File: src/rtl/xfh_pkg.sv
package xfh_pkg;
  localparam int BUS_W   = 32;
  localparam int FIELD_W = 5;
  localparam int CFG_W   = 12;

  localparam logic [1:0] REG_CFG  = 2'd0;
  localparam logic [1:0] REG_IEN  = 2'd1;
  localparam logic [1:0] REG_STAT = 2'd2;
  localparam logic [1:0] REG_DATA = 2'd3;

  localparam int CFG_RXTHR_LO = 5;
  localparam int CFG_TXDMA    = 10;
  localparam int CFG_RXDMA    = 11;

  localparam int IEN_TMO = 1;
  localparam int IEN_RXT = 2;
  localparam int IEN_TXT = 3;
  localparam int IEN_ROR = 4;
  localparam int IEN_TUR = 5;
  localparam int IEN_BCE = 6;

  localparam int STAT_BUSY     = 0;
  localparam int STAT_TNF      = 6;
  localparam int STAT_TXLVL_LO = 7;
  localparam int STAT_TUR      = 12;
  localparam int STAT_RNE      = 14;
  localparam int STAT_RXLVL_LO = 15;
  localparam int STAT_ROR      = 20;
  localparam int STAT_BCE      = 21;

  typedef struct packed {
    logic txPush;
    logic txPop;
    logic rxPush;
    logic rxPop;
  } fifoStrobes_t;
endpackage

File: src/rtl/xfh_fifo.sv
module xfh_fifo #(
  parameter int WIDTH = 32,
  parameter int DEPTH = 32,
  localparam int PTR_W = (DEPTH > 1) ? $clog2(DEPTH) : 1,
  localparam int CNT_W = $clog2(DEPTH + 1)
) (
  input  logic             clk,
  input  logic             rstN,
  input  logic             push,
  input  logic             pop,
  input  logic [WIDTH-1:0] wdata,
  output logic [WIDTH-1:0] rdata,
  output logic [CNT_W-1:0] count
);
  logic [WIDTH-1:0] store [DEPTH];
  logic [PTR_W-1:0] wrPtr, rdPtr;

  function automatic logic [PTR_W-1:0] stepPtr(input logic [PTR_W-1:0] p);
    return (p == PTR_W'(DEPTH - 1)) ? '0 : p + PTR_W'(1);
  endfunction

  always_ff @(posedge clk) begin
    if (push) store[wrPtr] <= wdata;
  end

  always_ff @(posedge clk or negedge rstN) begin
    if (!rstN) begin
      wrPtr <= '0;
      rdPtr <= '0;
      count <= '0;
    end else begin
      if (push) wrPtr <= stepPtr(wrPtr);
      if (pop)  rdPtr <= stepPtr(rdPtr);
      case ({push, pop})
        2'b10:   count <= count + CNT_W'(1);
        2'b01:   count <= count - CNT_W'(1);
        default: count <= count;
      endcase
    end
  end

  assign rdata = store[rdPtr];
endmodule

File: src/rtl/xfh_datapath.sv
module xfh_datapath
  import xfh_pkg::*;
#(
  parameter int DATA_W = 32,
  parameter int DEPTH  = 32,
  localparam int CNT_W = $clog2(DEPTH + 1)
) (
  input  logic              clk,
  input  logic              rstN,
  input  fifoStrobes_t      strobes,
  input  logic [DATA_W-1:0] txIn,
  input  logic [DATA_W-1:0] rxIn,
  output logic [DATA_W-1:0] txHead,
  output logic [DATA_W-1:0] rxHead,
  output logic [CNT_W-1:0]  txCount,
  output logic [CNT_W-1:0]  rxCount
);
  xfh_fifo #(.WIDTH(DATA_W), .DEPTH(DEPTH)) txFifo (
    .clk(clk), .rstN(rstN),
    .push(strobes.txPush), .pop(strobes.txPop),
    .wdata(txIn), .rdata(txHead), .count(txCount)
  );

  xfh_fifo #(.WIDTH(DATA_W), .DEPTH(DEPTH)) rxFifo (
    .clk(clk), .rstN(rstN),
    .push(strobes.rxPush), .pop(strobes.rxPop),
    .wdata(rxIn), .rdata(rxHead), .count(rxCount)
  );
endmodule

File: src/rtl/xfh_control.sv
module xfh_control
  import xfh_pkg::*;
#(
  parameter int DATA_W = 32,
  parameter int DEPTH  = 32,
  localparam int CNT_W = $clog2(DEPTH + 1)
) (
  input  logic              clk,
  input  logic              rstN,
  input  logic              busSel,
  input  logic              busWrite,
  input  logic [1:0]        busAddr,
  input  logic [BUS_W-1:0]  busWdata,
  output logic [BUS_W-1:0]  busRdata,
  input  logic              engBusy,
  input  logic              engTxPop,
  input  logic              engRxPush,
  input  logic              engBitErr,
  input  logic              rxTimeoutEvt,
  input  logic [DATA_W-1:0] rxHead,
  input  logic [CNT_W-1:0]  txCount,
  input  logic [CNT_W-1:0]  rxCount,
  output fifoStrobes_t      strobes,
  output logic [CFG_W-1:0]  cfgReg,
  output logic [6:1]        ienReg,
  output logic [BUS_W-1:0]  statusWord,
  output logic              irq,
  output logic              txDmaReq,
  output logic              rxDmaReq
);
  logic wrCfg, wrIen, wrStat, wrData, rdData;
  logic txFull, txEmpty, rxFull, rxEmpty;
  logic flagTur, flagRor, flagBce;
  logic txAtThr, rxAtThr;
  logic [CNT_W-1:0] txFree, rxMinus;
  logic [FIELD_W-1:0] txThr, rxThr;

  assign wrCfg  = busSel &  busWrite & (busAddr == REG_CFG);
  assign wrIen  = busSel &  busWrite & (busAddr == REG_IEN);
  assign wrStat = busSel &  busWrite & (busAddr == REG_STAT);
  assign wrData = busSel &  busWrite & (busAddr == REG_DATA);
  assign rdData = busSel & ~busWrite & (busAddr == REG_DATA);

  assign txFull  = (txCount == CNT_W'(DEPTH));
  assign txEmpty = (txCount == '0);
  assign rxFull  = (rxCount == CNT_W'(DEPTH));
  assign rxEmpty = (rxCount == '0);

  assign strobes.txPush = wrData & ~txFull;
  assign strobes.txPop  = engTxPop & ~txEmpty;
  assign strobes.rxPush = engRxPush & ~rxFull;
  assign strobes.rxPop  = rdData & ~rxEmpty;

  always_ff @(posedge clk or negedge rstN) begin
    if (!rstN) begin
      cfgReg  <= '0;
      ienReg  <= '0;
      flagTur <= 1'b0;
      flagRor <= 1'b0;
      flagBce <= 1'b0;
    end else begin
      if (wrCfg) cfgReg <= busWdata[CFG_W-1:0];
      if (wrIen) ienReg <= busWdata[6:1];
      if (wrStat) begin
        flagTur <= flagTur & ~busWdata[STAT_TUR];
        flagRor <= flagRor & ~busWdata[STAT_ROR];
        flagBce <= flagBce & ~busWdata[STAT_BCE];
      end
      if (engTxPop & txEmpty) flagTur <= 1'b1;
      if (engRxPush & rxFull) flagRor <= 1'b1;
      if (engBitErr)          flagBce <= 1'b1;
    end
  end

  assign txThr   = cfgReg[FIELD_W-1:0];
  assign rxThr   = cfgReg[CFG_RXTHR_LO +: FIELD_W];
  assign txFree  = CNT_W'(DEPTH) - txCount;
  assign rxMinus = rxCount - CNT_W'(1);
  assign txAtThr = int'(txFree) >= int'(txThr) + 1;
  assign rxAtThr = int'(rxCount) >= int'(rxThr) + 1;

  always_comb begin
    statusWord = '0;
    statusWord[STAT_BUSY] = engBusy;
    statusWord[STAT_TNF]  = ~txFull;
    statusWord[STAT_TXLVL_LO +: FIELD_W] = FIELD_W'(txFree);
    statusWord[STAT_TUR]  = flagTur;
    statusWord[STAT_RNE]  = ~rxEmpty;
    statusWord[STAT_RXLVL_LO +: FIELD_W] = rxEmpty ? '0 : FIELD_W'(rxMinus);
    statusWord[STAT_ROR]  = flagRor;
    statusWord[STAT_BCE]  = flagBce;
  end

  always_comb begin
    case (busAddr)
      REG_CFG:  busRdata = BUS_W'(cfgReg);
      REG_IEN:  busRdata = BUS_W'({ienReg, 1'b0});
      REG_STAT: busRdata = statusWord;
      default:  busRdata = BUS_W'(rxHead);
    endcase
  end

  assign irq = (ienReg[IEN_TMO] & rxTimeoutEvt) |
               (ienReg[IEN_RXT] & rxAtThr) |
               (ienReg[IEN_TXT] & txAtThr) |
               (ienReg[IEN_ROR] & flagRor) |
               (ienReg[IEN_TUR] & flagTur) |
               (ienReg[IEN_BCE] & flagBce);

  assign txDmaReq = cfgReg[CFG_TXDMA] & txAtThr;
  assign rxDmaReq = cfgReg[CFG_RXDMA] & rxAtThr;
endmodule

File: src/rtl/xfer_fifo_hub.sv
module xfer_fifo_hub
  import xfh_pkg::*;
#(
  parameter int DATA_W = 32,
  parameter int DEPTH  = 32,
  localparam int CNT_W = $clog2(DEPTH + 1)
) (
  input  logic              clk,
  input  logic              rstN,
  input  logic              busSel,
  input  logic              busWrite,
  input  logic [1:0]        busAddr,
  input  logic [31:0]       busWdata,
  output logic [31:0]       busRdata,
  input  logic              engBusy,
  input  logic              engTxPop,
  output logic [DATA_W-1:0] txWord,
  input  logic              engRxPush,
  input  logic [DATA_W-1:0] rxWord,
  input  logic              engBitErr,
  input  logic              rxTimeoutEvt,
  output logic              irq,
  output logic              txDmaReq,
  output logic              rxDmaReq
);
  fifoStrobes_t      strobes;
  logic [DATA_W-1:0] rxHead;
  logic [CNT_W-1:0]  txCount, rxCount;
  logic [CFG_W-1:0]  cfgReg;
  logic [6:1]        ienReg;
  logic [BUS_W-1:0]  statusWord;

  xfh_datapath #(.DATA_W(DATA_W), .DEPTH(DEPTH)) dpath (
    .clk(clk), .rstN(rstN), .strobes(strobes),
    .txIn(busWdata[DATA_W-1:0]), .rxIn(rxWord),
    .txHead(txWord), .rxHead(rxHead),
    .txCount(txCount), .rxCount(rxCount)
  );

  xfh_control #(.DATA_W(DATA_W), .DEPTH(DEPTH)) ctrl (
    .clk(clk), .rstN(rstN),
    .busSel(busSel), .busWrite(busWrite), .busAddr(busAddr),
    .busWdata(busWdata), .busRdata(busRdata),
    .engBusy(engBusy), .engTxPop(engTxPop), .engRxPush(engRxPush),
    .engBitErr(engBitErr), .rxTimeoutEvt(rxTimeoutEvt),
    .rxHead(rxHead), .txCount(txCount), .rxCount(rxCount),
    .strobes(strobes), .cfgReg(cfgReg), .ienReg(ienReg),
    .statusWord(statusWord), .irq(irq),
    .txDmaReq(txDmaReq), .rxDmaReq(rxDmaReq)
  );
endmodule

File: config.mk
export PLATFORM = sky130hd
export DESIGN_NAME = xfer_fifo_hub
export DESIGN_NICKNAME = d
export VERILOG_FILES = /design/src/rtl/xfh_pkg.sv /design/src/rtl/xfh_fifo.sv /design/src/rtl/xfh_datapath.sv /design/src/rtl/xfh_control.sv /design/src/rtl/xfer_fifo_hub.sv
export SDC_FILE = /design/constraint.sdc
export NUM_CORES = 2
export LEC_CHECK = 0
export ABC_AREA = 1
export CORE_ASPECT_RATIO = 0.6
export CORE_UTILIZATION = 45
export CTS_BUF_LIST = sky130_fd_sc_hd__clkbuf_2 sky130_fd_sc_hd__clkbuf_4 sky130_fd_sc_hd__clkbuf_8
export DETAILED_ROUTE_END_ITERATION = 8
export SLEW_MARGIN = 25
export SYNTH_ARGS = -nofsm -noshare
export SYNTH_HDL_FRONTEND = slang
export SYNTH_SLANG_ARGS = --single-unit
File: constraint.sdc
create_clock -name clk -period 5.29 [get_ports clk]
set_clock_uncertainty 0.15 [all_clocks]
set_input_delay 1.058 -clock clk [delete_from_list [all_inputs] [get_ports clk]]
set_output_delay 1.058 -clock clk [all_outputs]
set_load 0.02 [all_outputs]
==> results by group <==
Outcome
  – Outcome: complete, no violations

Critical path
  – Worst-path maximum fanout: 103
  – Worst path top cell family by delay: simple AND/OR/NAND/NOR gates
  – CP arrival: 4000 ps
  – CP max-delay cell: dfrtp_4
  – Crit Path Class: flop to output pin
  – Most Frequent Cell on Critical Path: nand3_1
  – Crit-path max cell delay: 680 ps
  – Crit path buffers/inverters: 2
  – Crit path required time: 4080 ps
  – Critical path endpoint category: output pin
  – Worst-path cell chain: buf_12, nand3_1, nand3_1, nand3_1, nand2_1, nand3_1, nand2_1, clkdlybuf4s50_1
  – Worst setup SP type: flop

Die
  – Die height: 342 um
  – # rows: 124
  – Die width: 569 um
  – Starting Density: 0.454
  – Core footprint: 0.191 mm^2
  – Number of placed I/O pins: 142
  – Die area: 0.194 mm^2

Detailed routing
  – Via count: 58700
  – DRT Pass-1 Iters: 5
  – Routed Antenna Nets: 0
  – Post-route DRC: 0
  – Drt wl/cell: 24.7 um
  – Via/cell ratio: 5.58
  – WL final: 260 mm
  – 1st-iter DRT viols: 7624

Clocking
  – CTS Buffer Depth: 4
  – # H-tree levels: 5
  – Number of clock sinks: 2101
  – CTS buffer count: 322
  – Cts hold-fix bufs: 0
  – Clock transition at the registers of the reported paths: 60 ps
  – CTS tree: done
  – Clk Latency, worst-skew pair: 930 ps
  – Clk Tree Root Cell: clkbuf_8

Placement
  – I/O Buffers: 141
  – Post-DP HPWL: 145 mm
  – Setup WS pre-CTS: 643 ps
  – RD Place Congestion: 0.877

Global routing
  – Global-route wire length before repair: 374 mm
  – Largest net degree at the start of global routing: 173
  – Total grt overflow: 0
  – Number of global-route vias before repair: 53700
  – Gr usage total: 0.263
  – Antenna violations before repair: 14

Finish
  – Commonest cells after routing, fill and taps aside: edfxtp_1, nand2_1, nor2_1
  – Commonest non-fill, non-tap cell in the layout: edfxtp_1
  – Fin util: 0.514
  – Final-stage net count: 7883
  – Share of cells above drive strength 1: 0.112
  – Synth-to-layout area growth: 13.2%

Synthesis
  – Register area share after synthesis: 0.725
  – Yosys reg bits: 2101
  – Synth warnings: 0
  – Synth top area cells: edfxtp_1, nand2_1, nor2_1, nand3_1, o21ai_0
  – Share of the synthesized area in the top cell type: 0.709
  – Synthesized area per cell: 11.5 um^2
  – Post-Synthesis Cells: 7517
  – Post-Syn Area: 0.0867 mm^2
  – Mapped Nets: 7630
  – Area leader, netlist: edfxtp_1
  – Library cells used by synthesis: 37

Power
  – Internal: 31.0 mW
  – Sw Ratio: 0.382
  – Sw Pwr: 19.1 mW
  – Maximum vdd drop: 0.394 mV
  – Clock power share: 0.268
  – Pwr dens: 510 mW/mm^2
  – Combinational Power Share: 0.345
  – Reg power frac: 0.387
  – LEAKAGE: 35.5 nW

Timing
  – Slew HR: 0.298
  – Final Max Tran Viols: 0
  – Fin crit share: 0.985
  – Final WS setup: 79.5 ps
  – Fmax: 192 MHz
  – Final number of setup-violating endpoints: 0
  – RSZ-0062 raised after global routing: true
  – Final Hold Fails: 0
  – Worst-Margin Slew: 1050 ps
  – Tmin final: 5210 ps

Hold path
  – Worst Hold Class: input port to async pin

Flow run
  – Max-cap violations: 0
[registers in the layout, summed over array words and instances (netlist names), 5 cells and up]
signal,cells
dpath.rxFifo.count,6
dpath.txFifo.count,6
dpath.rxFifo.store,1024
dpath.txFifo.store,1024
ctrl.cfgReg,12
dpath.txFifo.rdPtr,5
ctrl.ienReg,6
dpath.rxFifo.rdPtr,5
dpath.txFifo.wrPtr,5
dpath.rxFifo.wrPtr,5
[power by group through the flow]
stage	Combinational [mW]	Clock (mW)	Sequential, mW
floorplan	10.5	0	19.5
global placement	16.9	0	19.7
detailed placement	16.9	0	19.8
CTS	17.0	13.6	19.4
global route	18.7	14.3	19.4
finish	17.3	13.4	19.4
[logic make-up (layout without fill, tap and decap cells)]
| group | count (synthesis) | in the layout | share of synthesized area |
|---|---|---|---|
| flip-flops | 2101 | 2101 | 0.725 |
| other | 0 | 5 | 0 |
| multiplexers | 4 | 4 | 0.000520 |
| XOR/XNOR | 18 | 18 | 0.00182 |
| adder cells (fa/ha/maj) | 38 | 38 | 0.00557 |
| AO/OA/AOI/OAI | 959 | 959 | 0.0594 |
| AND/OR/NAND/NOR | 3533 | 3533 | 0.166 |
| buffers and inverters | 864 | 1347 | 0.0424 |
[metrics by stage]
step	hold WS (ps)	total power, mW	std cells	TNS, ps	instance area (um^2)
after floorplan	325	29.9	7517	0	86700
after global placement	368	36.6	9959	0	92000
after detailed placement	371	36.7	9959	0	91900
after CTS	105	50.0	10500	0	98100
after global routing	162	52.5	10500	-18.6	98100
final	165	50.1	10500	0	98100
[worst paths after layout]
path | startpoint | end | slack (ps) | cells after the start
setup / recovery | dpath.rxFifo.rdPtr[1] | busRdata[7] | 80 | 8
hold / removal | rstN | dpath.txFifo.wrPtr[4] | 170 | 2
setup reg to reg | dpath.rxFifo.count[0] | dpath.rxFifo.store[1][28] | 1550 | 12
hold reg to reg | ctrl.ienReg[2] | ctrl.ienReg[2] | 400 | 2
max in group asynchronous | rstN | dpath.rxFifo.rdPtr[0] | 4200 | 2
min in group clk | ctrl.ienReg[2] | ctrl.ienReg[2] | 400 | 2
[worst register-to-register path, cell delays in order (launching register included)]
cell and delay [ps]:
dfrtp_1 430, inv_1 130, ha_1 230, inv_1 70
nor2_2 50, nand2_1 80, nor2_2 60, nand2_1 80
nand2_2 160, inv_2 230, nand2_1 480, nor2_4 780
buf_4 430
[layer usage]
metal | GRT usage | share of wire | wire (um)
met1 | 0.425 | 0.47 | 122000
met2 | 0.355 | 0.41 | 106000
met3 | 0.0498 | 0.10 | 26200
met4 | 0.0731 | 0.024 | 6140
met5 | 0 | 0.000050 | 13
[what timing repair did]
| action | in CTS | in global routing |
|---|---|---|
| setup endpoints to repair | 18 | 44 |
| buffers inserted | 0 | 6 |
| cloned | 0 | 1 |
| gates resized for setup | 7 | 12 |
[Yosys cell counts]
library cell / count
inv_2: 8
inv_1: 429
fa_1: 1
nor2_1: 1120
a21o_1: 1
nand4_1: 4
nor3b_1: 2
o21ai_1: 139
clkbuf_1: 159
dfrtp_1: 53
o21bai_1: 1
nand3b_1: 1
a32o_1: 2
mux2_2: 4
buf_2: 179
nand3_1: 764
nand2_2: 2
xor2_1: 12
a22o_1: 4
or2_2: 33
o22ai_1: 4
o211ai_1: 121
a31oi_1: 1
xnor2_1: 6
buf_1: 39
buf_6: 6
a221oi_1: 1
nor2_2: 3
o21ai_2: 1
nor3_1: 16
a21oi_1: 144
buf_4: 44
edfxtp_1: 2048
o21ai_0: 539
ha_1: 37
nand2_1: 1588
o31ai_1: 1
[final cells by class]
class,instances,area (um^2)
flip-flops and latches,2101,62900
clock buffers,434,5320
repair buffers,356,3560
inverters,437,1710
well taps,2520,3150
clock inverters,120,855
diodes,5,12.5
multi-input cells,4552,20700
fillers,16600,92700
Power figures use the tool's default switching activity.
